`config.mk`:
```
export PLATFORM = sky130hd
export DESIGN_NAME = key_code_debounce
export DESIGN_NICKNAME = d
export VERILOG_FILES = /design/src/rtl/key_dbnc_pkg.sv /design/src/rtl/key_dbnc_tapline.sv /design/src/rtl/key_dbnc_match.sv /design/src/rtl/key_dbnc_hold.sv /design/src/rtl/key_code_debounce.sv
export SDC_FILE = /design/constraint.sdc
export NUM_CORES = 1
export LEC_CHECK = 0
export BUFFER_PORTS_ARGS = -buffer_cell sky130_fd_sc_hd__buf_2
export CORE_UTILIZATION = 56
export DETAILED_ROUTE_END_ITERATION = 8
export PLACE_DENSITY = 0.78
export SETUP_SLACK_MARGIN = 0.02
export SLEW_MARGIN = 20
export SYNTH_ARGS = -nofsm -noshare
export SYNTH_HDL_FRONTEND = slang
export SYNTH_SLANG_ARGS = --single-unit
```
`constraint.sdc`:
```
create_clock -name clk_smp -period 2.7 [get_ports clk_smp]
set_input_delay 0 -clock clk_smp [delete_from_list [all_inputs] [get_ports clk_smp]]
set_output_delay 0 -clock clk_smp [all_outputs]
set_load 0.02 [all_outputs]
```
`src/rtl/key_dbnc_pkg.sv`:
```
package key_dbnc_pkg;
   localparam int unsigned MIN_TAPS   = 2;
   localparam int unsigned MIN_CODE_W = 1;

   function automatic bit taps_ok(input int unsigned taps, input int unsigned w);
      return (taps >= MIN_TAPS) && (w >= MIN_CODE_W);
   endfunction
endpackage

```
`src/rtl/key_dbnc_tapline.sv`:
```
module key_dbnc_tapline #(
   parameter int unsigned CODE_W = 4,
   parameter int unsigned TAPS   = 4
) (
   input  logic                          clk_smp,
   input  logic                          rst_n,
   input  logic [CODE_W-1:0]             din,
   output logic [TAPS-1:0][CODE_W-1:0]   taps
);
   // tap 0 holds the newest sample, tap TAPS-1 the oldest
   always_ff @(posedge clk_smp or negedge rst_n) begin
      if (!rst_n) taps[0] <= '0;
      else        taps[0] <= din;
   end

   for (genvar i = 1; i < TAPS; i++) begin : g_tap
      always_ff @(posedge clk_smp or negedge rst_n) begin
         if (!rst_n) taps[i] <= '0;
         else        taps[i] <= taps[i-1];
      end
   end
endmodule

```
`src/rtl/key_dbnc_match.sv`:
```
module key_dbnc_match #(
   parameter int unsigned CODE_W = 4,
   parameter int unsigned TAPS   = 4
) (
   input  logic [TAPS-1:0][CODE_W-1:0] taps,
   output logic                        agree
);
   localparam int unsigned PAIRS = TAPS - 1;

   logic [PAIRS-1:0] pair_eq;

   for (genvar p = 0; p < PAIRS; p++) begin : g_pair
      assign pair_eq[p] = (taps[p] == taps[p+1]);
   end

   if (PAIRS == 1) begin : g_single
      assign agree = pair_eq[0];
   end else begin : g_reduce
      assign agree = &pair_eq;
   end
endmodule

```
`src/rtl/key_dbnc_hold.sv`:
```
module key_dbnc_hold #(
   parameter int unsigned CODE_W = 4
) (
   input  logic              clk_smp,
   input  logic              rst_n,
   input  logic              agree,
   input  logic [CODE_W-1:0] newest,
   output logic [CODE_W-1:0] code_q,
   output logic              fresh
);
   logic differs;
   assign differs = (newest != code_q);

   always_ff @(posedge clk_smp or negedge rst_n) begin
      if (!rst_n) begin
         code_q <= '0;
         fresh  <= 1'b0;
      end else begin
         fresh <= agree && differs;
         if (agree) code_q <= newest;
      end
   end

   // a pulse always comes with a changed value
   assert_pulse_means_change_R5: assert property (@(posedge clk_smp) disable iff (!rst_n)
      fresh |-> (code_q != $past(code_q)))
      else $error("strobe without a change of code");

   // a changed value always comes with a pulse
   assert_change_means_pulse_R5: assert property (@(posedge clk_smp) disable iff (!rst_n)
      (code_q != $past(code_q)) |-> fresh)
      else $error("code changed without strobe");
endmodule

```
`src/rtl/key_code_debounce.sv`:
```
module key_code_debounce #(
   parameter int unsigned CODE_W = 4,
   parameter int unsigned TAPS   = 4
) (
   input  logic              clk_smp,
   input  logic              rst_n,
   input  logic [CODE_W-1:0] code_in,
   output logic [CODE_W-1:0] code_out,
   output logic              code_new
);
   import key_dbnc_pkg::*;

   initial begin
      assert_param_range_R2: assert (taps_ok(TAPS, CODE_W))
         else $error("TAPS must be >= 2 and CODE_W >= 1");
   end

   logic [TAPS-1:0][CODE_W-1:0] taps;
   logic                        agree;

   key_dbnc_tapline #(.CODE_W(CODE_W), .TAPS(TAPS)) i_tapline (
      .clk_smp (clk_smp),
      .rst_n   (rst_n),
      .din     (code_in),
      .taps    (taps)
   );

   key_dbnc_match #(.CODE_W(CODE_W), .TAPS(TAPS)) i_match (
      .taps  (taps),
      .agree (agree)
   );

   key_dbnc_hold #(.CODE_W(CODE_W)) i_hold (
      .clk_smp (clk_smp),
      .rst_n   (rst_n),
      .agree   (agree),
      .newest  (taps[0]),
      .code_q  (code_out),
      .fresh   (code_new)
   );

   // without agreement the output holds
   assert_hold_on_disagree_R4: assert property (@(posedge clk_smp) disable iff (!rst_n)
      !agree |=> $stable(code_out))
      else $error("output moved without agreement");

   // with agreement the output takes the newest tap
   assert_accept_on_agree_R3: assert property (@(posedge clk_smp) disable iff (!rst_n)
      agree |=> (code_out == $past(taps[0])))
      else $error("agreed code not accepted");
endmodule

```
==> Word level (Yosys, flattened, before mapping) <==
Index checks and enable logic that the tools add are counted.
{ "op_classes": {"reduce_logical": 2, "n_eq_ne": 4} }
{ "ops": {"columns": ["cell", "count"], "rows": [
  ["4-bit == test", 3],
  ["4-bit != test", 1],
  ["3-bit AND reduction", 1],
  ["1-bit logical AND", 1]
]} }
{ "totals": {"word_cells": 12, "out_inout_bits": 5, "inputBits": 6, "regBits": 21} }

==> Longest topological paths before layout <==
{ "depth": {"word_depth": 3, "depth_mapped": 4, "depth_no_buf": 4} }

==> Modules after synthesis <==
Synthesis repeated with hierarchy kept, for this count alone.
{ "unflattened": {"cells_unflattened": 47, "area_unflattened_um2": 729.4} }
{ "modules_own_cells": {"columns": ["mod", "area_each_um2", "seq_area_each_um2", "instances", "cells_each"], "rows": [
  ["key_dbnc_tapline", 400.4, 400.4, 1, 16],
  ["key_dbnc_hold", 216.5, 125.1, 1, 14],
  ["key_dbnc_match", 112.6, 0.0, 1, 17]
]} }

==> Worst setup path after synthesis <==
Ideal clock, no wire load.
{ "synth_timing": {"kind": "flip-flop to flip-flop", "startpoint": "register i_tapline.taps[6] (netlist bit)", "endpoint": "register i_hold.code_q[0]", "period_less_slack_ns": 1.527, "required_ns": 2.575, "arrival_ns": 1.403, "path_slack_ns": 1.173, "n_path_buf": 0, "path_stages_with_launch": 5, "cell_sequence": "dfrtp_1 -> or3_1 -> a22oi_2 -> nand4b_4 -> mux2_2"} }
{ "synth_between": {"elab_chain_len": 2, "elab_cells_between_ends": 3} }
{ "synth_rtl": {"columns": ["element", "line_no", "text"], "rows": [
  ["start: declaration", "key_dbnc_tapline.sv:8", "output logic [TAPS-1:0][CODE_W-1:0] taps"],
  ["start signal: indexed assignment", "key_dbnc_tapline.sv:19", "else taps[i] <= taps[i-1];"],
  ["4-bit == test", "key_dbnc_match.sv:13", "assign pair_eq[p] = (taps[p] == taps[p+1]);"],
  ["3-bit AND reduction *", "key_dbnc_match.sv:19", "assign agree = &pair_eq;"],
  ["end signal: assignment", "key_dbnc_hold.sv:20", "if (agree) code_q <= newest;"],
  ["end: declaration", "key_dbnc_hold.sv:8", "output logic [CODE_W-1:0] code_q,"]
]} }
Mark *: on every way between the ends. The rest lies on a longest branch, timed or not.
A chain may end at the register's enable or synchronous reset.

==> Worst setup path after layout <==
{ "layout_timing": {"startpoint": "register i_tapline.taps[6] (netlist bit)", "endpoint": "register i_hold.code_q[2]"} }
The elaborated chain is that of the path after synthesis.

==> out/results.ini <==
[outcome]
status=complete, no violations

[die]
fp.coreArea_um2=1190
fp.dieH_um=38.9
die_w_um=38.9
initial_core_util=0.642
num_io_pins=11
dieArea_um2=1510
rows=12

[job]
drv_cap=0

[clock_tree]
clockBufferDepth=2
clock-sinks=21
insertion_delay_ps=300
path_clk_slew_ps=100
cts_root_buf=clkbuf_4
htreeDepth=1
numCtsBuffers=3
post_cts_buffers=0
cts_tree=yes

[cells_and_area]
area_growth_pct=18.9
layout_commonest_cell=dfrtp_1
mostFrequentLayoutCells=dfrtp_1 (21), buf_2 (10), xnor2_1 (5), dlygate4sd3_1 (5), mux2_2 (4)
final_nets=72
drive_above_1_share=0.323
diodes=0

[detailed_routing]
antenna_left=0
drc=0
dr.pass1.iters=4
drtIter0Drc=1
vias_per_cell=5.58
wl_per_cell_um=15.1
vias=441
wl_um=1200

[worst_setup_path]
setup.worst_path.start_class=register
critPathMaxStageDelay_ps=440
cp_cell_sequence=or3_1 -> a22oi_2 -> nand4b_4 -> mux2_2
r2r.worst_path.cells=4
worstSetupPathType=register to register
endpoint_kind=register
cp_max_fo=5
arrival_ps=1840
crit_slowest_cell=dfrtp_1
crit_required_ps=2900

[synthesis]
ys_ff_latch=21
syn_avg_cell_area_um2=16.6
synth_warnings=0
ys_types=16
syn_inst=46
seq_area_frac_synth=0.690
syn-cell-area_um2=762
syn-num-nets=52

[place]
dp_slack_ps=1080
portBuffers=10
place_hpwl_um=793
gp_congestion=0.663

[timing]
slew_headroom=0.708
rsz0062_at_grt=false
fin_setup_tns_ps=0
tightest_slew_ps=439
post-route-min-period_ps=1640
drv_slew=0
clock_skew_ps=4.30
hold_viol=0
fmax_ghz=0.609
finalSetupViolations=0
finalCritPeriodShare=0.608
finalWorstSetupSlack_ps=1060

[pwr]
swShare=0.231
leakage_nw=0.425
powerDensity_nw_per_um2=588
clkPwrFrac=0.271
peakVddDrop_mv=0.408
power.internal_mw=0.409
p_comb_frac=0.083
power.switching_mw=0.123
p_seq_frac=0.645

[grt]
grt_use_total=0.216
overflow=0
grt_first_pass_wirelength_um=2000
grt_max_degree=22
grt_pass1_vias=460
antenna_found_initial=0

[hold_path]
hold_class=input pin to async pin

==> registers in the layout, indices dropped and copies added (netlist names) <==
register,count
i_hold.code_q,4
i_hold.fresh,1
i_tapline.taps,16
==> worst max-delay path: cells and delay by family, from the launching register on <==
kind               cells  cell delay [ps]
DFF                    1              440
and+or+nand+nor        2              550
muxes                  1              310
AOI/OAI and AO/OA      1              240
==> cell usage after synthesis (all sizes together) <==
cell type | instances | share of area
dfrtp | 21 | 0.69
xnor2 | 5 | 0.057
mux2 | 4 | 0.059
nand3 | 2 | 0.013
or3 | 2 | 0.016
xor2 | 2 | 0.023
a2111oi | 1 | 0.036
a21oi | 1 | 0.0066
a22oi | 1 | 0.016
a41oi | 1 | 0.011
nand2 | 1 | 0.0049
nand4 | 1 | 0.0082
nand4b | 1 | 0.031
nor3 | 1 | 0.0066
o21ai | 1 | 0.0066
o21ba | 1 | 0.013
==> power groups by stage <==
stage | sequential, mW | clock [mW] | combinational, mW
final | 0.344 | 0.145 | 0.0443
after global routing | 0.346 | 0.165 | 0.0483
after CTS | 0.343 | 0.149 | 0.0449
after detailed placement | 0.350 | 0 | 0.0391
after global placement | 0.348 | 0 | 0.0379
after floorplan | 0.349 | 0 | 0.0220
==> path summary, 6_finish.rpt <==
path,startpoint,end,slack (ps)
max,i_tapline.taps[6],i_hold.code_q[2],1060
min,rst_n,i_tapline.taps[14],160
max reg2reg,i_tapline.taps[6],i_hold.code_q[2],1060
min reg2reg,i_tapline.taps[10],i_tapline.taps[14],400
max in group asynchronous,rst_n,i_tapline.taps[5],2240
min in group clk_smp,code_in[2],i_tapline.taps[2],330
==> routing by layer <==
layer,up-vias,routed length [um],GRT usage
met5,-,0,0
met4,0,41,0.155
met3,5,36,0.0347
met2,12,633,0.367
met1,222,484,0.243
li1,202,-,-
==> layout make-up <==
| type | count | area, um^2 |
|---|---|---|
| well taps | 14 | 17.5 |
| repair buffers | 15 | 100 |
| multi-input cells | 25 | 236 |
| flip-flops and latches | 21 | 526 |
| fillers | 71 | 280 |
| clock buffers | 4 | 26.3 |
==> metrics by stage <==
step | utilization | hold slack [ps] | total power [mW] | cells | instance area [um^2]
after floorplan | - | -296 | 0.371 | 46 | 762
after global placement | 0.699 | -52.3 | 0.386 | 70 | 830
after detailed placement | 0.699 | -34.2 | 0.389 | 70 | 830
after CTS | 0.764 | 173 | 0.537 | 79 | 906
after global routing | 0.764 | 190 | 0.559 | 79 | 906
final | 0.764 | 156 | 0.532 | 79 | 906
==> logic make-up after synthesis <==
family,after synthesis,synth area share
and+or+nand+nor,8,0.0804
xor gates and xnor gates,7,0.0805
DFF,21,0.690
muxes,4,0.0591
AOI/OAI and AO/OA,6,0.0903
==> timing repair <==
item                                   4_1_cts  5_1_grt
hold buffers                                 5        0
endpoints found under the hold margin       25        0
resized for setup                            0        0
Note: power is estimated with default switching activity, not from simulation.
